<file path="src/rtl/wbpol_pkg.sv">
package wbpol_pkg;
  localparam int KIND_W = 3;
  localparam int PWR_W  = 3;

  typedef enum logic [KIND_W-1:0] {
    K_MEM_RD  = 3'd0,
    K_MEM_WR  = 3'd1,
    K_WRBACK  = 3'd2,
    K_IO_RD   = 3'd3,
    K_IO_WR   = 3'd4,
    K_SPECIAL = 3'd5,
    K_INTACK  = 3'd6,
    K_RSVD    = 3'd7
  } kind_e;

  typedef enum logic [PWR_W-1:0] {
    P_NORMAL   = 3'd0,
    P_SMM      = 3'd1,
    P_SHUTDOWN = 3'd2,
    P_HALT     = 3'd3,
    P_STOPGNT  = 3'd4,
    P_STOPCLK  = 3'd5,
    P_RSVD6    = 3'd6,
    P_RSVD7    = 3'd7
  } pwr_e;

  // Context of the bus cycle in flight, frozen at cycle start
  typedef struct packed {
    logic armed;      // sampling point not yet reached
    logic kind_ok;    // cycle kind allows capture
    logic locked;     // locked cycle
    logic held_start; // address hold was high at cycle start
  } cyc_ctx_t;
endpackage

</file>
<file path="src/rtl/wbpol_track.sv">
module wbpol_track
  import wbpol_pkg::*;
#(
  parameter int KIND_W = 3,
  parameter logic [(1<<KIND_W)-1:0] KIND_OK_MASK = '1,
  localparam int KINDS = 1 << KIND_W
)(
  input  logic              clk,
  input  logic              rst,
  input  logic              cyc_start,
  input  logic [KIND_W-1:0] cyc_kind,
  input  logic              cyc_locked,
  input  logic              addr_hold,
  input  logic              strobe,
  output cyc_ctx_t          ctx
);
  logic [KINDS-1:0] kind_hit;
  logic             kind_ok_now;

  // One-hot decode of the kind against the allowed mask
  for (genvar g = 0; g < KINDS; g++) begin : g_kind
    assign kind_hit[g] = (cyc_kind == KIND_W'(g)) && KIND_OK_MASK[g];
  end
  assign kind_ok_now = |kind_hit;

  always_ff @(posedge clk) begin
    if (rst) begin
      ctx <= '0;
    end else if (cyc_start) begin
      ctx.armed      <= 1'b1;
      ctx.kind_ok    <= kind_ok_now;
      ctx.locked     <= cyc_locked;
      ctx.held_start <= addr_hold;
    end else if (ctx.armed && strobe) begin
      ctx.armed <= 1'b0;
    end
  end
endmodule

</file>
<file path="src/rtl/wbpol_gate.sv">
module wbpol_gate
  import wbpol_pkg::*;
#(
  parameter int PWR_W = 3,
  parameter logic [(1<<PWR_W)-1:0] PWR_OK_MASK = '1,
  localparam int PWRS = 1 << PWR_W,
  localparam int NBLK = 5
)(
  input  cyc_ctx_t          ctx,
  input  logic              cyc_start,
  input  logic              strobe,
  input  logic [PWR_W-1:0]  pwr_state,
  input  logic              rst,
  input  logic              init,
  input  logic              backoff,
  input  logic              hold_ack,
  input  logic              addr_hold,
  output logic              sample_pt,
  output logic              take
);
  logic [PWRS-1:0] pwr_hit;
  logic            pwr_ok;
  logic [NBLK-1:0] blocker;

  for (genvar g = 0; g < PWRS; g++) begin : g_pwr
    assign pwr_hit[g] = (pwr_state == PWR_W'(g)) && PWR_OK_MASK[g];
  end
  assign pwr_ok = |pwr_hit;

  always_comb begin
    blocker[0] = rst;
    blocker[1] = init;
    blocker[2] = backoff;
    blocker[3] = hold_ack;
    blocker[4] = addr_hold && ctx.held_start;
  end

  // First strobe after cycle start; a strobe with cyc_start is address phase
  assign sample_pt = ctx.armed && !cyc_start && strobe;
  assign take      = sample_pt && ctx.kind_ok && !ctx.locked && pwr_ok
                     && (blocker == '0);
endmodule

</file>
<file path="src/rtl/wbpol_latch.sv">
module wbpol_latch (
  input  logic clk,
  input  logic rst,
  input  logic cyc_start,
  input  logic take,
  input  logic policy_in,
  output logic pol_bit,
  output logic pol_vld
);
  always_ff @(posedge clk) begin
    if (rst) begin
      pol_bit <= 1'b0;
      pol_vld <= 1'b0;
    end else if (cyc_start) begin
      pol_vld <= 1'b0;
    end else if (take) begin
      pol_bit <= policy_in;
      pol_vld <= 1'b1;
    end
  end
endmodule

</file>
<file path="src/rtl/wbpol_sample.sv">
module wbpol_sample
  import wbpol_pkg::*;
#(
  parameter int KIND_W = 3,
  parameter int PWR_W  = 3,
  parameter logic [(1<<KIND_W)-1:0] KIND_OK_MASK = 8'b0000_0111,
  parameter logic [(1<<PWR_W)-1:0]  PWR_OK_MASK  = 8'b0000_0011
)(
  input  logic              clk,
  input  logic              rst,
  input  logic              cyc_start,
  input  logic [KIND_W-1:0] cyc_kind,
  input  logic              cyc_locked,
  input  logic              data_rdy,
  input  logic              next_addr,
  input  logic              policy_in,
  input  logic [PWR_W-1:0]  pwr_state,
  input  logic              addr_hold,
  input  logic              backoff,
  input  logic              hold_ack,
  input  logic              init,
  output logic              pol_bit,
  output logic              pol_vld
);
  cyc_ctx_t ctx;
  logic     strobe;
  logic     sample_pt;
  logic     take;

  assign strobe = data_rdy || next_addr;

  wbpol_track #(.KIND_W(KIND_W), .KIND_OK_MASK(KIND_OK_MASK)) u_track (
    .clk(clk), .rst(rst), .cyc_start(cyc_start), .cyc_kind(cyc_kind),
    .cyc_locked(cyc_locked), .addr_hold(addr_hold), .strobe(strobe),
    .ctx(ctx)
  );

  wbpol_gate #(.PWR_W(PWR_W), .PWR_OK_MASK(PWR_OK_MASK)) u_gate (
    .ctx(ctx), .cyc_start(cyc_start), .strobe(strobe),
    .pwr_state(pwr_state), .rst(rst), .init(init), .backoff(backoff),
    .hold_ack(hold_ack), .addr_hold(addr_hold),
    .sample_pt(sample_pt), .take(take)
  );

  wbpol_latch u_latch (
    .clk(clk), .rst(rst), .cyc_start(cyc_start), .take(take),
    .policy_in(policy_in), .pol_bit(pol_bit), .pol_vld(pol_vld)
  );
endmodule

</file>
<file path="config.mk">
export PLATFORM = sky130hd
export DESIGN_NAME = wbpol_sample
export DESIGN_NICKNAME = d
export VERILOG_FILES = /design/src/rtl/wbpol_pkg.sv /design/src/rtl/wbpol_track.sv /design/src/rtl/wbpol_gate.sv /design/src/rtl/wbpol_latch.sv /design/src/rtl/wbpol_sample.sv
export SDC_FILE = /design/constraint.sdc
export NUM_CORES = 1
export LEC_CHECK = 0
export ABC_AREA = 1
export BUFFER_PORTS_ARGS = -buffer_cell sky130_fd_sc_hd__buf_2
export CAP_MARGIN = 20
export CORE_AREA = 2 2 39 41
export DETAILED_ROUTE_END_ITERATION = 8
export DIE_AREA = 0 0 41 43
export SYNTH_ARGS = -nofsm -noshare
export SYNTH_HDL_FRONTEND = slang
export SYNTH_SLANG_ARGS = --single-unit
</file>
<file path="constraint.sdc">
create_clock -name clk -period 1.1 [get_ports clk]
set_input_delay 0 -clock clk [delete_from_list [all_inputs] [get_ports clk]]
set_output_delay 0 -clock clk [all_outputs]
set_load 0.01 [all_outputs]
</file>
==> results.txt, run 1 <==
----------------------------------------------------
[Setup path]
  Critical path required time ... 1.23 ns
  CP Class ... in -> reg
  Critical Path Source Type ... input port
  Worst path arrival time ... 1.09 ns
  Critical Path Max Stage Delay ... 0.53 ns
  Critical Path, Cell by Cell ... dlygate4sd3_1 -> buf_2 -> nor2_1 -> nand2_1 -> nor2_1 -> nand3_1 -> nand2_1 -> nor2_1
  Worst path most repeated cell ... nor2_1
  Cell with the biggest individual delay on the critical path ... dlygate4sd3_1
  Largest fanout on the critical path ... 4
  Crit end category ... flip-flop

[Yosys]
  Ranking of synthesized cells by area ... dfxtp_1, nor2_1, nand2_1
  Total standard cell area after synthesis ... 279 um^2
  Most instantiated cells after synthesis ... nor2_1, nand2_1, dfxtp_1
  Largest area contributor in the netlist ... dfxtp_1
  EDFF count, synth ... 0
  Post-synthesis area per instance ... 6.49 um^2
  Sequential cell area fraction in the yosys report ... 43.0%
  Cells after Synth ... 43
  Count of unique library cells instantiated by Yosys ... 10
  Synth Flop Type ... dfxtp_1
  Number of synthesized register bits ... 6
  Cell with the most instances after synthesis ... nor2_1
  Fraction of post-synthesis cell area in the top cell type by area ... 43.0%
  Total number of yosys warnings ... 0
  Synthesized Nets ... 60
  Fraction of synthesis flops using an asynchronous set or reset pin ... 0%

[Die]
  Starting density of the core ... 20.2%
  Die extent in y ... 43 um
  I/O Pins ... 19
  Core area ... 0.00138 mm^2
  Die span in x ... 41 um
  DIE AREA ... 0.00176 mm^2
  Row count ... 14

[GRT]
  Vias in the first global route ... 297
  Maximum number of pins on one net before global-route repair ... 7
  Total routing usage reported by global routing ... 8.84%
  Leftover overflow at the end of global routing ... 0
  Global-route wire length before repair ... 1.05 mm
  Initial antenna violation count ... 0

[Timing]
  Setup repair after global routing missed its margin ... false
  Slew at the pin closest to its max-slew limit ... ~0.20 ns
  Final worst path period share ... 87.4%
  Final sum of negative setup slack ... 0 ns
  Final number of max-transition violations ... 0
  Max-slew headroom at the worst pin ... 86.3%
  Highest Clock Rate ... 1040 MHz
  Count of endpoints failing hold in the final timing report ... 0
  Layout Skew ... roughly 0.00067 ns
  Final-layout worst hold slack ... 0.00515 ns
  Setup violations, final ... 0
  Clock period minus final worst setup slack ... between 0.9 and 1 ns

[Min path]
  Path category of the worst min-delay check ... in -> reg

[Pwr]
  Power per standard cell area ... 1160 mW/mm^2
  Clk pwr share ... 39.2%
  Peak supply drop ... 0.000364 V
  Power share of the sequential group ... 47.1%
  Switching power as a share of total power ... a little over a fifth
  Cell-internal power ... around 0.39 mW
  Lkg Pwr ... ~0.21 nW
  Gate power share ... 13.7%
  Net switching power of the design ... around 0.11 mW

[Run status]
  Status ... complete, no violations

[Detailed routing]
  Residual antenna-violating net count after detailed routing ... 0
  Wire per inst ... ~8.1 um
  Routed WL ... 654 um
  Vias per std cell ... between 4 and 5
  Length of the first detailed-routing pass in iterations ... 4
  DRC violations left ... 0
  Vias ... 337
  DRC marker count from the first detailed-route iteration ... 6

[Finish]
  Inserted Diodes ... 0
  # nets final ... 84
  Post-Layout Inst Area ... 427 um^2
  Area grow syn2layout ... 52.9%
  Fraction of final layout cells with drive strength greater than 1 ... 36.9%

[Placement]
  Placed wire-length estimate after detailed placement ... 529 um
  Routability Congestion ... 0.666
  Port bufs ... 17
  Area post-placement ... 384 um^2

[CTS]
  Clock sink count ... 6
  Number of buffers added for setup after CTS ... 0
  H-tree depth ... 1
  Max clock buf depth ... 2
  TritonCTS clock tree ... built
  Clock latency of the later-clocked register in the worst-skew pair ... 0.24 ns
  Clock transition at the registers of the reported paths ... ~0.04 ns
  CTS buffer count ... 3
  Root buf cell ... clkbuf_4

[Run]
  Maxcap violations ... 0

----------------------------------------------------
[power groups by stage]
stage	registers, mW	logic [mW]	clock network [mW]
after floorplan	0.235	0.0283	0
after global placement	0.236	0.0619	0
after detailed placement	0.236	0.0627	0
after CTS	0.232	0.0687	0.204
after global routing	0.233	0.0791	0.212
final	0.232	0.0676	0.194
[layout by cell type, fill, tap and decap left out, drive strengths merged]
master       synthesis  final
buf                  0     17
nor2                15     15
nand2                8      8
dfxtp                6      6
a21oi                5      5
inv                  4      4
o21ai                3      3
clkbuf               0      3
nand3                2      2
dlygate4sd3          0      2
[timing repair]
action / in CTS / in global routing
hold endpoints to repair: 3 / 0
hold buffers: 2 / 0
gates resized for setup: 0 / 0
setup endpoints to repair: 0 / 1
[stage by stage]
stage	worst slack (ns)	power [mW]	utilization (%)	cells
6_report	0.139	0.494	30.8	81
5_1_grt	0.00289	0.525	30.8	81
4_1_cts	0.107	0.505	30.8	81
3_5_place_dp	0.212	0.298	27.8	76
3_3_place_gp	0.238	0.297	27.8	76
2_1_floorplan	0.287	0.263	-	43
[kinds of logic (layout without fill, tap and decap cells)]
| group | Yosys count | count (layout) | share of synthesized area (%) |
|---|---|---|---|
| flip-flops | 6 | 6 | 43.1 |
| AND/OR/NAND/NOR | 25 | 25 | 37.2 |
| buffers and inverters | 4 | 26 | 5.38 |
| AO/OA/AOI/OAI | 8 | 8 | 14.3 |
[final timing paths]
check                 start              end  slack [ns]  cells after the start
max                     rst  u_latch.pol_bit        0.14                      8
min reg2reg  u_track.ctx[3]   u_track.ctx[3]        0.45                      2
max reg2reg  u_track.ctx[3]  u_latch.pol_bit        0.23                      7
min               addr_hold   u_track.ctx[0]       0.005                      3
[cell type report]
type                    instances  area [um^2]
fillers                       155          957
well taps                      16         20.0
multi-input cells              33          144
clock buffers                   3         22.5
flip-flops and latches          6          120
inverters                       4         15.0
repair buffers                 19          105
[sequential cells by signal, indices dropped and copies added (netlist names)]
name and flops:
u_latch.pol_bit 1, u_latch.pol_vld 1, u_track.ctx 4
[critical path, delay by kind of cell]
kind,cells,cell delay (ns)
simple gates,6,0.42
buf+inv,2,0.67
[routing by layer]
layer	share of wire (%)	global-route usage, %	vias up
met5	0	0	-
met1	46	11.6	138
met3	11	3.14	2
met2	42	11.6	15
li1	-	-	182
met4	0.92	6.00	0
No activity file was read; power rests on OpenSTA's default activity.
==> inputs of run 2 (changes only) <==
Clock period 1.1 ns to 0.9 ns, I/O delays scaled along.
==> run 2 against run 1 <==
The run now ends with negative setup slack left. Die area did not move. Sequential share of layout area fell by 0.60 points. Total power rose by 24%. Global-route usage rose by 0.30 points. Final area rose by 3.2%. Critical path type is now reg -> reg.
==> results.txt, run 2 (synthesis results as in run 1) <==
----------------------------------------------------
[CTS]
  Clock latency of the later-clocked register in the worst-skew pair ... 0.24 ns (about the same)
  H-tree depth ... 1 (unchanged)
  CTS buffer count ... 3 (unchanged)
  Max clock buf depth ... 2 (unchanged)
  Clock sink count ... 6 (unchanged)
  Clock transition at the registers of the reported paths ... 0.04 ns (about the same)
  Root buf cell ... clkbuf_4
  TritonCTS clock tree ... built
  Number of buffers added for setup after CTS ... 0 (unchanged)

[Finish]
  Fill count ... 159 (+2.6%)
  Inserted Diodes ... 0 (unchanged)
  Final core utilization ... 31.8% (+0.99 points)
  Footprint of the multi-input gates ... 156 um^2 (+8.7%)
  # nets final ... 84 (unchanged)
  Post-Layout Inst Area ... 440 um^2 (+3.2%)
  Fraction of final layout cells with drive strength greater than 1 ... 44.6% (+7.7 points)
  Area grow syn2layout ... 57.8%
  Largest register by flop count ... u_track.ctx
  Flip-flop count of the largest register after layout ... 4 (unchanged)
  Leading cell type in the layout, fill and taps excluded ... buf_2
  Commonest cells after routing, fill and taps aside ... buf_2, nor2_1, nand2_1
  Largest registers ... u_track.ctx (4), u_latch.pol_bit (1), u_latch.pol_vld (1)
  Register area ... 121 um^2 (+1.0%)

[GRT]
  Global-route wire length before repair ... 1.08 mm (+2.7%)
  Total routing usage reported by global routing ... 9.14% (+0.30 points)
  Initial antenna violation count ... 0 (unchanged)
  Leftover overflow at the end of global routing ... 0 (unchanged)
  Vias in the first global route ... 301 (+1.3%)
  Maximum number of pins on one net before global-route repair ... 7 (unchanged)

[Die]
  Core area ... 0.00138 mm^2 (unchanged)
  I/O Pins ... 19 (unchanged)
  Die span in x ... 41 um (unchanged)
  Row count ... 14 (unchanged)
  DIE AREA ... 0.00176 mm^2 (unchanged)
  Die extent in y ... 43 um (unchanged)
  Starting density of the core ... 20.2% (unchanged)

[Setup path]
  Critical path required time ... 1.03 ns (-0.20 ns)
  Critical Path Source Type ... flip-flop
  Setup slack on the worst flop-to-flop path ... -0.005 ns (-0.23 ns)
  CP Class ... reg -> reg
  Crit end category ... flip-flop
  Largest fanout on the critical path ... 2 (-2)
  Worst path arrival time ... 1.04 ns (-0.05 ns)

[Run status]
  Failing checks ... negative setup slack
  Status ... finished with violations

[Detailed routing]
  Wire per inst ... 8.22 um (+1.8%)
  Vias per std cell ... 4.10 (-1.5%)
  Residual antenna-violating net count after detailed routing ... 0 (unchanged)
  Length of the first detailed-routing pass in iterations ... 4 (unchanged)
  DRC violations left ... 0 (unchanged)
  Vias ... 332 (-1.5%)
  DRC marker count from the first detailed-route iteration ... 11 (+5)
  Routed WL ... 666 um (+1.8%)

[Placement]
  Port bufs ... 17 (unchanged)
  Placed wire-length estimate after detailed placement ... 529 um (-0.13%)
  Routability Congestion ... 0.666 (unchanged)
  Area post-placement ... 384 um^2 (unchanged)

[Timing]
  Layout Skew ... 0.000596 ns (-0.0000721 ns)
  Max-slew headroom at the worst pin ... 86.6% (+0.33 points)
  Final worst path period share ... 101%
  Slew at the pin closest to its max-slew limit ... 0.199 ns (-0.00496 ns)
  Count of endpoints failing hold in the final timing report ... 0 (unchanged)
  Setup violations, final ... 1 (+1)
  Setup repair after global routing missed its margin ... true
  Final number of max-transition violations ... 0 (unchanged)
  Highest Clock Rate ... 1110 MHz
  Final Worst Setup Slack ... -0.00489 ns (-0.144 ns)
  Clock period minus final worst setup slack ... 0.905 ns

[Pwr]
  Power per standard cell area ... 1390 mW/mm^2 (+20%)
  Peak supply drop ... 0.000458 V (+26%)
  Lkg Pwr ... 0.209 nW (-0.48%)

[Min path]
  Path category of the worst min-delay check ... in -> reg

[Run]
  Maxcap violations ... 0 (unchanged)

----------------------------------------------------
-- run 2: cell types whose count changed in the layout (fill, tap and decap cells not counted) --
cell     previous run  this run
inv_2               1         2
dfxtp_1             6         5
nor2_2              2         3
nand2_1             7         6
nand2_2             1         2
nor2_4              0         1
nor2_1             13        11
dfxtp_2             0         1
inv_1               3         2
-- run 2: cell type report --
type	count	area share (%)
clock buffer	3	5.11
sequential	6	27.6
timing repair buffer	19	23.9
inverter	4	3.41
multi-input combinational	33	35.5
tap	16	4.55
-- run 2: timing repair --
action                                  CTS  global route
gates resized for setup                   0             6
hold endpoints to repair                  3             0
hold buffers                              2             0
endpoints found under the setup margin    0             2
-- run 2: final timing paths --
| check | startpoint | endpoint | cells past startpoint |
|---|---|---|---|
| setup reg to reg | u_track.ctx[3] | u_latch.pol_bit | 7 |
| setup / recovery | u_track.ctx[3] | u_latch.pol_bit | 7 |
| hold / removal | addr_hold | u_track.ctx[0] | 3 |
| hold reg to reg | u_latch.pol_vld | u_latch.pol_vld | 2 |
-- run 2: metrics by stage --
step	TNS (ns)	setup WS (ns)	std cells	total power [mW]	hold slack, ns
2_1_floorplan	0	0.0866	43	0.322	0.0691
3_3_place_gp	0	0.0375	76	0.364	0.214
3_5_place_dp	0	0.0106	76	0.365	0.221
4_1_cts	0	0.00559	81	0.617	0.00111
5_1_grt	-0.146	-0.0963	81	0.650	0.00626
6_report	-0.00489	-0.00489	81	0.613	0.00314
-- run 2: critical path: stages (launching register included) --
cell and delay [ns]:
dfxtp_2 0.32, inv_2 0.04, nor2_4 0.09, nand2_2 0.07
nor2_2 0.10, nand3_1 0.08, nand2_1 0.06, nor2_1 0.03
-- run 2: metal layers --
| metal | GRT usage (%) | share of wire [%] |
|---|---|---|
| met2 | 11.9 | 42 |
| met4 | 6.00 | 0.90 |
| met5 | 0 | 0 |
| met1 | 12.2 | 45 |
| met3 | 3.14 | 12 |
-- run 2: report_power, final --
part           leakage, nW  internal [mW]  switching (mW)
Combinational        0.145         0.0464          0.0423
Sequential          0.0495          0.279         0.00783
Clock               0.0138          0.150          0.0877
Total                0.209          0.475           0.138
==> inputs of run 3 (changes only) <==
Settings changed: PLACE_DENSITY set to 0.43.
==> run 3 against run 2 <==
The flow now finishes without violations. Cell count is the same. Core utilization shrank 0.90 points. Clock skew increased by 0.0055 ns. Sequential share of layout area is 0.81 points higher. Critical endpoint unchanged. Wire length grew 4.5%. Via count shrank 3.6%. Clock-buffer cell count did not move. Global-route usage grew 0.29 points. Worst hold slack better by 0.0070 ns.
==> results.txt, run 3 (synthesis results as in run 1) <==
----------------------------------------------------
[Finish]
  Fill count ... 161 (+1.3%)
  Leading cell type in the layout, fill and taps excluded ... buf_2
  Area grow syn2layout ... 53.4%
  Largest register by flop count ... u_track.ctx
  Commonest cells after routing, fill and taps aside ... buf_2, nor2_1, nand2_1
  Fraction of final layout cells with drive strength greater than 1 ... 38.5% (-6.2 points)
  Count of placed standard cells in the final layout, fillers left out ... 81 (unchanged)
  Inserted Diodes ... 0 (unchanged)
  Final core utilization ... 30.9% (-0.90 points)
  Largest registers ... u_track.ctx (4), u_latch.pol_bit (1), u_latch.pol_vld (1)
  # nets final ... 84 (unchanged)
  Flip-flop count of the largest register after layout ... 4 (unchanged)

[Placement]
  Routability Congestion ... 0.653 (-1.9%)
  Placed wire-length estimate after detailed placement ... 556 um (+5.1%)
  Placement-stage worst setup slack ... 0.0109 ns (+0.000350 ns)
  Port bufs ... 17 (unchanged)
  Placed insts ... 76 (unchanged)

[Pwr]
  Cell-internal power ... 0.473 mW (-0.48%)
  Peak supply drop ... 0.000443 V (-3.4%)
  Lkg Pwr ... 0.210 nW (+0.63%)
  Switching power as a share of total power ... 23.0% (+0.57 points)
  Power per standard cell area ... 1440 mW/mm^2 (+3.2%)
  Gate power share ... 13.6% (-0.9 points)
  Power share of the sequential group ... 46.2% (-0.5 points)
  Clk pwr share ... 40.2% (+1.4 points)
  Net switching power of the design ... 0.142 mW (+2.8%)
  Tot Pwr ... 0.615 mW (+0.26%)

[Run status]
  Status ... complete, no violations

[Die]
  Starting density of the core ... 20.2% (unchanged)
  Core area ... 0.00138 mm^2 (unchanged)
  Die extent in y ... 43 um (unchanged)
  Row count ... 14 (unchanged)
  Die span in x ... 41 um (unchanged)
  I/O Pins ... 19 (unchanged)
  DIE AREA ... 0.00176 mm^2 (unchanged)

[Detailed routing]
  Vias per std cell ... 3.95 (-3.6%)
  DRC marker count from the first detailed-route iteration ... 2 (-9)
  Length of the first detailed-routing pass in iterations ... 4 (unchanged)
  Vias ... 320 (-3.6%)
  Wire per inst ... 8.59 um (+4.5%)
  DRC violations left ... 0 (unchanged)
  Residual antenna-violating net count after detailed routing ... 0 (unchanged)
  Routed WL ... 696 um (+4.5%)

[Setup path]
  Crit end category ... flip-flop
  Critical Path Max Stage Delay ... 0.32 ns (about the same)
  Family of cells with the greatest summed delay on the critical path ... simple AND/OR/NAND/NOR gates
  Critical Path, Cell by Cell ... inv_1 -> nor2_1 -> nand2_1 -> nor2_1 -> nand3_1 -> nand2_1 -> nor2_1
  Sum of buffers and inverters on the critical path ... 1 (unchanged)
  Worst path most repeated cell ... nor2_1
  Critical Path Source Type ... flip-flop
  Largest fanout on the critical path ... 2 (unchanged)
  CP Class ... reg -> reg
  Worst path arrival time ... 1.00 ns (-0.04 ns)
  Cell with the biggest individual delay on the critical path ... dfxtp_2
  Critical path required time ... 1.03 ns (about the same)

[Timing]
  Final Worst Setup Slack ... 0.0262 ns (+0.0311 ns)
  Clock period minus final worst setup slack ... 0.874 ns (-0.0311 ns)
  Count of endpoints failing hold in the final timing report ... 0 (unchanged)
  Max-slew headroom at the worst pin ... 90.7% (+4.1 points)
  Layout Skew ... 0.00608 ns (+0.00548 ns)
  Final number of max-transition violations ... 0 (unchanged)
  Setup repair after global routing missed its margin ... true
  Final worst path period share ... 97.1% (-3.5 points)
  Highest Clock Rate ... 1140 MHz (+3.6%)
  Slew at the pin closest to its max-slew limit ... 0.138 ns (-0.0611 ns)
  Setup violations, final ... 0 (-1)

[CTS]
  CTS buffer count ... 3 (unchanged)
  Root buf cell ... clkbuf_4
  Clock transition at the registers of the reported paths ... 0.05 ns (about the same)
  Clock sink count ... 6 (unchanged)
  Max clock buf depth ... 2 (unchanged)
  Number of buffers added for setup after CTS ... 0 (unchanged)
  Clock latency of the later-clocked register in the worst-skew pair ... 0.24 ns (about the same)
  TritonCTS clock tree ... built
  H-tree depth ... 1 (unchanged)

[GRT]
  Initial antenna violation count ... 0 (unchanged)
  Maximum number of pins on one net before global-route repair ... 7 (unchanged)
  Total routing usage reported by global routing ... 9.43% (+0.29 points)
  Global-route wire length before repair ... 1.04 mm (-3.8%)
  Leftover overflow at the end of global routing ... 0 (unchanged)
  Vias in the first global route ... 287 (-4.7%)

[Run]
  Maxcap violations ... 0 (unchanged)

[Min path]
  Path category of the worst min-delay check ... in -> reg

----------------------------------------------------
-- run 3: timing repair --
action	CTS	global route
resized for setup	0	2
setup endpoints to repair	0	2
endpoints found under the hold margin	3	0
hold buffers	2	0
-- run 3: final timing paths --
kind / start / to / slack (ns) / depth (start not counted)
worst max-delay path: u_track.ctx[3] / u_latch.pol_bit / 0.03 / 7
worst min-delay path: cyc_kind[2] / u_track.ctx[2] / 0.01 / 4
worst max register to register: u_track.ctx[3] / u_latch.pol_bit / 0.03 / 7
worst min register to register: u_track.ctx[3] / u_track.ctx[3] / 0.46 / 2
-- run 3: stage by stage --
step | setup TNS [ns] | hold WS [ns] | area (um^2)
after floorplan | 0 | 0.0691 | 279
after global placement | 0 | 0.214 | 384
after detailed placement | 0 | 0.214 | 384
after CTS | 0 | 0.0112 | 427
after global routing | -0.112 | 0.0322 | 428
final | 0 | 0.0102 | 428
-- run 3: cell type report --
| class | instances | area (um^2) | share of cell area [%] |
|---|---|---|---|
| Multi-Input combinational cell | 33 | 144 | 33.6 |
| Sequential cell | 6 | 121 | 28.4 |
| Clock buffer | 3 | 22.5 | 5.26 |
| Inverter | 4 | 15.0 | 3.51 |
| Tap cell | 16 | 20.0 | 4.68 |
| Timing Repair Buffer | 19 | 105 | 24.6 |
-- run 3: power groups by stage --
stage                     clock network [mW]  logic, mW  registers, mW
after floorplan                            0     0.0346          0.287
after detailed placement                   0     0.0773          0.288
after CTS                              0.257     0.0847          0.283
after global routing                   0.283     0.0981          0.285
final                                  0.247     0.0833          0.284
after global placement                     0     0.0769          0.288
-- run 3: routing by layer --
layer,GRT usage (%),vias up,wire length [um]
li1,-,182,-
met1,10.3,123,346
met2,12.8,15,288
met3,3.14,0,61
met4,10.0,0,0
met5,0,-,0
-- run 3: worst reg2reg max path, stage by stage (launching register included) --
cell and delay (ns):
dfxtp_2 0.32, inv_1 0.03, nor2_1 0.07, nand2_1 0.09, nor2_1 0.09, nand3_1 0.07
nand2_1 0.06, nor2_1 0.03
